File: src/rtl/netled_pkg.sv
package netled_pkg;
  typedef enum logic {
    LAYOUT_THREE = 1'b0,
    LAYOUT_FOUR  = 1'b1
  } layout_e;

  localparam int unsigned LED_COUNT = 4;
endpackage

File: src/rtl/netled_blink.sv
module netled_blink #(
  parameter int unsigned TICKS = 100
) (
  input  logic clk,
  input  logic rst,
  output logic phase_o
);
  localparam int unsigned CW = (TICKS > 2) ? $clog2(TICKS) : 1;
  localparam logic [CW-1:0] LAST = CW'(TICKS - 1);

  logic [CW-1:0] cnt_q;
  logic          phase_q;

  always_ff @(posedge clk) begin
    if (rst) begin
      cnt_q   <= '0;
      phase_q <= 1'b0;
    end else if (cnt_q == LAST) begin
      cnt_q   <= '0;
      phase_q <= ~phase_q;
    end else begin
      cnt_q   <= cnt_q + 1'b1;
    end
  end

  assign phase_o = phase_q;

  // the phase only moves at the end of a full divider period
  a_r10_phase_steady: assert property (@(posedge clk) disable iff (rst)
    (cnt_q != LAST) |=> $stable(phase_q));
  a_r10_phase_flips: assert property (@(posedge clk) disable iff (rst)
    (cnt_q == LAST) |=> (phase_q != $past(phase_q)));
endmodule

File: src/rtl/netled_stretch.sv
module netled_stretch #(
  parameter int unsigned HOLD = 200
) (
  input  logic clk,
  input  logic rst,
  input  logic pulse_i,
  output logic active_o
);
  localparam int unsigned HW = $clog2(HOLD + 1);
  localparam logic [HW-1:0] LOAD = HW'(HOLD);

  logic [HW-1:0] hold_q;

  always_ff @(posedge clk) begin
    if (rst)                hold_q <= '0;
    else if (pulse_i)       hold_q <= LOAD;
    else if (hold_q != '0)  hold_q <= hold_q - 1'b1;
  end

  assign active_o = (hold_q != '0);

  // a sampled pulse is shown starting on the next cycle
  a_r9_pulse_shown: assert property (@(posedge clk) disable iff (rst)
    pulse_i |=> active_o);
  // the window never grows without a new pulse
  a_r9_no_growth: assert property (@(posedge clk) disable iff (rst)
    (!pulse_i && hold_q != '0) |=> (hold_q < $past(hold_q)));
endmodule

File: src/rtl/netled_map.sv
module netled_map
  import netled_pkg::*;
(
  input  layout_e         layout_i,
  input  logic            link_i,
  input  logic            spd_i,
  input  logic            fdx_i,
  input  logic            act_i,
  input  logic            col_i,
  input  logic            slow_i,
  input  logic            fast_i,
  output logic [LED_COUNT-1:0] led_n
);
  logic act_show;
  logic dup_col;

  always_comb begin
    act_show = act_i & ~col_i;
    dup_col  = col_i ? fast_i : fdx_i;
    led_n    = '0;
    if (layout_i == LAYOUT_THREE) begin
      led_n[0] = spd_i;
      led_n[1] = link_i & (act_show ? slow_i : 1'b1);
      led_n[2] = dup_col;
      led_n[3] = 1'b0;
    end else begin
      led_n[0] = link_i & spd_i;
      led_n[1] = link_i & ~spd_i;
      led_n[2] = link_i & act_show & slow_i;
      led_n[3] = dup_col;
    end
  end
endmodule

File: src/rtl/netled_driver.sv
module netled_driver
  import netled_pkg::*;
#(
  parameter int unsigned CLK_HZ    = 125_000_000,
  parameter int unsigned SLOW_MS   = 50,
  parameter int unsigned FAST_MS   = 25
) (
  input  logic       clk,
  input  logic       rst,
  input  logic       layout_four,
  input  logic       link_up,
  input  logic       spd_100,
  input  logic       full_dup,
  input  logic       tx_act,
  input  logic       rx_act,
  input  logic       col_det,
  output logic [3:0] led_o
);
  localparam int unsigned SLOW_TICKS = (CLK_HZ / 1000) * SLOW_MS;
  localparam int unsigned FAST_TICKS = (CLK_HZ / 1000) * FAST_MS;
  localparam int unsigned NSRC = 2;
  localparam int unsigned HOLDS [NSRC] = '{2 * SLOW_TICKS, 2 * FAST_TICKS};

  logic slow_ph, fast_ph;
  logic [NSRC-1:0] src_pulse, src_active;
  logic [LED_COUNT-1:0] led_n, led_q;

  netled_blink #(.TICKS(SLOW_TICKS)) u_slow (.clk(clk), .rst(rst), .phase_o(slow_ph));
  netled_blink #(.TICKS(FAST_TICKS)) u_fast (.clk(clk), .rst(rst), .phase_o(fast_ph));

  assign src_pulse[0] = tx_act | rx_act;
  assign src_pulse[1] = col_det;

  generate
    for (genvar g = 0; g < NSRC; g++) begin : g_stretch
      netled_stretch #(.HOLD(HOLDS[g])) u_str (
        .clk(clk), .rst(rst), .pulse_i(src_pulse[g]), .active_o(src_active[g])
      );
    end
  endgenerate

  netled_map u_map (
    .layout_i (layout_e'(layout_four)),
    .link_i   (link_up),
    .spd_i    (spd_100),
    .fdx_i    (full_dup),
    .act_i    (src_active[0]),
    .col_i    (src_active[1]),
    .slow_i   (slow_ph),
    .fast_i   (fast_ph),
    .led_n    (led_n)
  );

  always_ff @(posedge clk) begin
    if (rst) led_q <= '0;
    else     led_q <= led_n;
  end

  assign led_o = led_q;

  // reset darkens every LED on the following edge
  a_r1_reset_dark: assert property (@(posedge clk)
    rst |=> (led_o == 4'b0000));
  // spare line stays dark in the three-LED layout
  a_r8_spare_dark: assert property (@(posedge clk) disable iff (rst)
    !layout_four |=> !led_o[3]);
  // the two link lights never light together
  a_r6_speed_exclusive: assert property (@(posedge clk) disable iff (rst)
    layout_four |=> $onehot0(led_o[1:0]));
  // link light is dark when the link is down
  a_r3_link_down_dark: assert property (@(posedge clk) disable iff (rst)
    (!layout_four && !link_up) |=> !led_o[1]);
  // speed light tracks the speed input
  a_r2_speed_follow: assert property (@(posedge clk) disable iff (rst)
    !layout_four |=> (led_o[0] == $past(spd_100)));
endmodule

File: config.mk
export PLATFORM = sky130hd
export DESIGN_NAME = netled_driver
export DESIGN_NICKNAME = d
export VERILOG_FILES = /design/src/rtl/netled_pkg.sv /design/src/rtl/netled_blink.sv /design/src/rtl/netled_stretch.sv /design/src/rtl/netled_map.sv /design/src/rtl/netled_driver.sv
export SDC_FILE = /design/constraint.sdc
export NUM_CORES = 1
export LEC_CHECK = 0
export ABC_AREA = 1
export CAP_MARGIN = 0
export CORE_UTILIZATION = 41
export CTS_CLUSTER_SIZE = 24
export DETAILED_ROUTE_END_ITERATION = 8
export GPL_ROUTABILITY_DRIVEN = 0
export HOLD_SLACK_MARGIN = 0.15
export SKIP_CTS_REPAIR_TIMING = 1
export SYNTH_ARGS = -nofsm -noshare
export SYNTH_HDL_FRONTEND = slang
export SYNTH_SLANG_ARGS = --single-unit
File: constraint.sdc
create_clock -name clk -period 1.4 [get_ports clk]
set_input_delay 0.35 -clock clk [delete_from_list [all_inputs] [get_ports clk]]
set_output_delay 0.35 -clock clk [all_outputs]
set_load 0.01 [all_outputs]
-- After elaboration in Yosys (flattened, before gate mapping)
Cells that the tools add are included.
- bits in registers: 98
- input bits: 9
- output and inout bits: 4
- word-level logic and storage cells: 44
- add/sub/neg operators: 4
- eq/ne operators: 2
- mux-type cells: 7
- bitwise operators: 12
- reduce and logical (&&, ||, !) cells: 9
- operator list (operator ; number):
    two-way mux 24 bit ; 2
    two-way mux 23 bit ; 2
    nonzero test 24 bit ; 1
    subtractor 24 x 1 -> 24 bit (second input constant) ; 1
    adder 23 x 1 -> 23 bit (second input constant) ; 1
    equality test 23 bit (second input constant) ; 1
    nonzero test 23 bit ; 1
    subtractor 23 x 1 -> 23 bit (second input constant) ; 1
    adder 22 x 1 -> 22 bit (second input constant) ; 1
    equality test 22 bit (second input constant) ; 1
    OR reduction 2 bit ; 5
    AND 1 bit ; 6
    NOT 1 bit ; 5
    nonzero test 2 bit ; 2
    two-way mux 3 bit ; 1
    two-way mux 1 bit ; 2
    OR 1 bit ; 1

-- Depth between registers and ports, before layout
- depth in word-level cells: 6
- gate-level depth with buffers: 9
- depth with buffers taken out: 9

-- Modules after synthesis
From an unflattened synthesis, not the netlist that was laid out.
- cells, all modules: 818
- area, all modules: 5704.2 um^2
- modules (own cells, without submodules) (module ; instances ; cells an instance ; area an instance (um^2) ; seq. area each (um^2)):
    netled_stretch (g_stretch[0].u_str) ; 1 ; 217 ; 1575.3 ; 480.5
    netled_stretch (g_stretch[1].u_str) ; 1 ; 190 ; 1331.3 ; 460.4
    netled_blink (u_slow) ; 1 ; 192 ; 1306.3 ; 480.5
    netled_blink (u_fast) ; 1 ; 183 ; 1285.0 ; 460.4
    netled_driver ; 1 ; 15 ; 121.4 ; 80.1
    netled_map ; 1 ; 21 ; 85.1 ; 0.0

-- Worst setup path before layout
OpenSTA, ideal clock, no wires.
- kind: register to register
- start: register g_stretch[0].u_str.hold_q[0]
- end: register g_stretch[0].u_str.hold_q[22]
- data arrival time: 1.378 ns
- slack: -0.095 ns
- stages on the path, launching flop included: 10
- buffers on the path: 1
- cell sequence: dfxtp_1 > inv_1 > ha_1 > clkbuf_1 > inv_1 > nor2_1 > nand3_1 > xor2_1 > nand2_1 > nor2_1
- word-level cells in the longest chain between the ends: 1
- elaborated cells on any way between the ends: 2
- ends and longest elaborated chain (element ; RTL line ; text):
    start, declared ; netled_stretch.sv:12 ; logic [HW-1:0] hold_q;
    start signal, assigned ; netled_stretch.sv:17 ; else if (hold_q != '0) hold_q <= hold_q - 1'b1;
    subtractor 24 x 1 -> 24 bit / nonzero test 24 bit (equally long branches) ; netled_stretch.sv:17 ;
Several ways; a longest one is shown, not always the timed one.
A chain may end at the register's enable or synchronous reset.

-- Worst setup path in the final report
- start: register u_fast.cnt_q[20]
- end: register u_fast.cnt_q[4]
- word-level cells in the longest chain between the ends: 2
- ends and longest elaborated chain (element ; RTL line ; text):
    start, declared ; netled_blink.sv:11 ; logic [CW-1:0] cnt_q;
    start signal, assigned ; netled_blink.sv:22 ; cnt_q <= cnt_q + 1'b1;
    equality test 22 bit ; netled_blink.sv:18 ; end else if (cnt_q == LAST) begin
    OR reduction 2 bit (no source line) ; -- ;
Every way passes these cells.

==> key figures <==
Synthesis
  – Yosys top cell area share: 0.3670
  – Ys async rst share: 0
  – Synth Flop Type: dfxtp_1
  – EDFF count, synth: 0
  – Seq cells post-synth: 98
  – Post-synth cell types: 39
  – Synthesized area: 0.005345 mm²
  – Leading area contributor after synthesis: dfxtp_1
  – Synth top area cells: dfxtp_1 (37%), nand2_1 (12%), nor2_1 (10%)
  – Gate Count Post-Synth: 790
  – Register area share after synthesis: 0.3670
  – Syn. warnings: 0
  – Mean Syn Cell Area: 6.766 µm²
  – Mapped Nets: 804

Timing
  – WHS: 456.2 ps
  – Final worst slack: -76.77 ps
  – Least-Margin Pin Slew: 308.8 ps
  – Final min period: 1477 ps
  – Endpoints failing setup: 22
  – Final period util: 1.055
  – Final Skew: 10.78 ps
  – Relative slew slack: 0.7926
  – Final hold vios: 0
  – RSZ-0062 raised after global routing: yes
  – FMAX: 677.2 MHz
  – Fin. max-slew vios: 0

Routing
  – First-iteration detailed-routing DRC count: 299
  – Pre-antenna DRT Iters: 7
  – Final WL: 14.51 mm
  – Via Count: 5445
  – DRC Markers: 0
  – Avg Vias per Cell: 5.127
  – Post-route ant nets: 0
  – Average wire per standard cell: 13.66 µm

Critical path
  – Crit Path Category: flop to flop
  – Crit start category: flop
  – CP max stage cell: dfxtp_2
  – Crit end category: flop
  – CP cell instances: inv_2 > nand2_4 > nor3_4 > nand3_4 > o21ai_4 > clkbuf_16 > nor2_1
  – CP max stage delay: 330 ps
  – Crit path required time: 1640 ps
  – Crit path DAT: 1720 ps
  – Max Fanout on Critical Path: 6

Clock tree
  – Clk slew on worst S/H paths: 70 ps
  – Clock Tree Buf Depth: 2
  – CTS tree: yes
  – TritonCTS Sinks: 98
  – Root buf cell: clkbuf_16
  – CTS Buf Count: 9
  – CTS H-tree lvls: 3
  – Worst-skew pair later-pin latency: 350 ps

Cells and area
  – Final Core Density: 0.5868
  – Synth-to-layout area growth: 39.12%
  – Net count, final: 899
  – Commonest non-fill, non-tap cells in the layout: nand2_1 (145), nor2_1 (86), buf_4 (71)
  – Commonest non-fill, non-tap cell in the layout: nand2_1
  – Share of cells above drive strength 1: 0.3551
  – Fillers: 1150
  – Layout Cells excl Fill: 1062
  – Diode count: 0
  – Final Instance Area: 0.007436 mm²

Global routing
  – Wire length of the first global-routing pass: 21.85 mm
  – GRT overflow: 0
  – Vias in the first global route: 4884
  – Largest net degree at the start of global routing: 24
  – GRT Util Overall: 0.2046
  – Initial antenna violation count: 0

Die
  – IO Pins: 13
  – Rows: 41
  – Die X: 116.2 µm
  – Die area: 0.01350 mm²
  – Core box area: 0.01267 mm²
  – Die Ht: 116.2 µm
  – Initial core utilization: 0.4218

Pwr
  – Sequential Power Share: 0.435
  – Switching power: 0.001921 W
  – Sw frac: 0.2775
  – Comb pwr share: 0.176
  – Power per cell area: 931.2 mW/mm²
  – Total leakage power: 3.114 nW
  – Internal: 0.005003 W
  – Clock network fraction of design power: 0.389
  – Max VDD drop: 0.0006157 V
  – Total power: 0.006924 W

Run status
  – Violated checks: setup timing
  – Outcome: complete, but fails checks

Flow run
  – Max Cap Viol: 0

Placement
  – Inst Count DP: 1025
  – Area after DPL: 0.006150 mm²
  – Detailed Place HPWL: 9.619 mm
  – Port-buffer cells: 12

Worst hold path
  – Min-Delay Path Class: flop to flop
[final timing paths]
kind                                 endpoint  depth (start not counted)  slack [ps]                        start
setup / recovery   u_fast.cnt_q[4]$_SDFF_PP0_                          7         -80  u_fast.cnt_q[20]$_SDFF_PP0_
hold / removal    u_fast.cnt_q[21]$_SDFF_PP0_                          2         460  u_fast.cnt_q[21]$_SDFF_PP0_
setup reg to reg   u_fast.cnt_q[4]$_SDFF_PP0_                          7         -80  u_fast.cnt_q[20]$_SDFF_PP0_
hold reg to reg   u_fast.cnt_q[21]$_SDFF_PP0_                          2         460  u_fast.cnt_q[21]$_SDFF_PP0_
[per-stage QoR]
| stage | setup TNS (ps) | setup slack, ps |
|---|---|---|
| global placement | -13990 | -262.7 |
| global route | -2930 | -136.1 |
| CTS | -1735 | -209.9 |
| floorplan | -18.37 | -18.37 |
| detailed placement | -16030 | -374.2 |
| finish | -1027 | -76.77 |
[routing by layer]
metal  track usage  share of wire
met5             0              0
met4       0.07692          0.016
met3       0.03269          0.039
met2        0.3433           0.50
met1        0.2645           0.44
[kinds of logic (layout without fill, tap and decap cells)]
logic type / after synthesis / count (layout) / share of synthesized area
DFF: 98 / 98 / 0.3670
buffers and inverters: 103 / 203 / 0.07912
adders and majority gates: 5 / 5 / 0.01170
and+or+nand+nor: 484 / 484 / 0.4216
AOI/OAI and AO/OA: 70 / 70 / 0.07140
xor gates and xnor gates: 30 / 30 / 0.04916
[worst max-delay path, delay by kind of cell, from the launching register on]
kind	cells	cell delay, ps
buf+inv	2	290
flops	1	330
compound gates	1	310
simple gates	4	430
[area by class of cell]
cell class,instances,area [µm²],share of cell area
tap,172,215.2,0.02894
clock buffer,11,232.7,0.03130
inverter,88,337.8,0.04543
multi-input combinational,589,3597,0.4838
timing repair buffer,99,960.9,0.1292
sequential,98,2013,0.2707
clock inverter,5,78.83,0.01060
[power groups by stage]
stage | clock (W) | sequential (W) | combinational [W]
2_1_floorplan | 0 | 0.00303 | 0.000627
3_3_place_gp | 0 | 0.00304 | 0.000975
3_5_place_dp | 0 | 0.00304 | 0.000995
4_1_cts | 0.00271 | 0.00298 | 0.00101
5_1_grt | 0.00286 | 0.00302 | 0.00134
6_report | 0.00269 | 0.00301 | 0.00122
[Yosys cell counts (2+ instances only)]
library cell and n:
inv_2 4, buf_2 5, o21ai_0 6, or2_0 2, dfxtp_1 98, xor2_1 17
nor2_1 146, o21ai_1 2, nor3_2 6, nor3_4 2, xnor2_1 13, a211oi_1 2
nand2_1 166, nor2_2 13, nand3_2 4, buf_4 2, nand2_4 3, inv_1 83
nor2_4 4, nand3b_1 6, a21oi_1 50, nand2_2 5, a21o_1 6, clkbuf_1 5
nand3_1 73, buf_6 3, nor3b_1 2, ha_1 5, or2_2 4, nand4_1 25
nor3_1 20
[flip-flops by register name (all words and copies together) (netlist names)]
register and flops:
g_stretch.u_str.hold_q 47, led_o 4, u_fast.cnt_q 22, u_fast.phase_o 1, u_slow.cnt_q 23, u_slow.phase_o 1
Power figures use the tool's default switching activity.
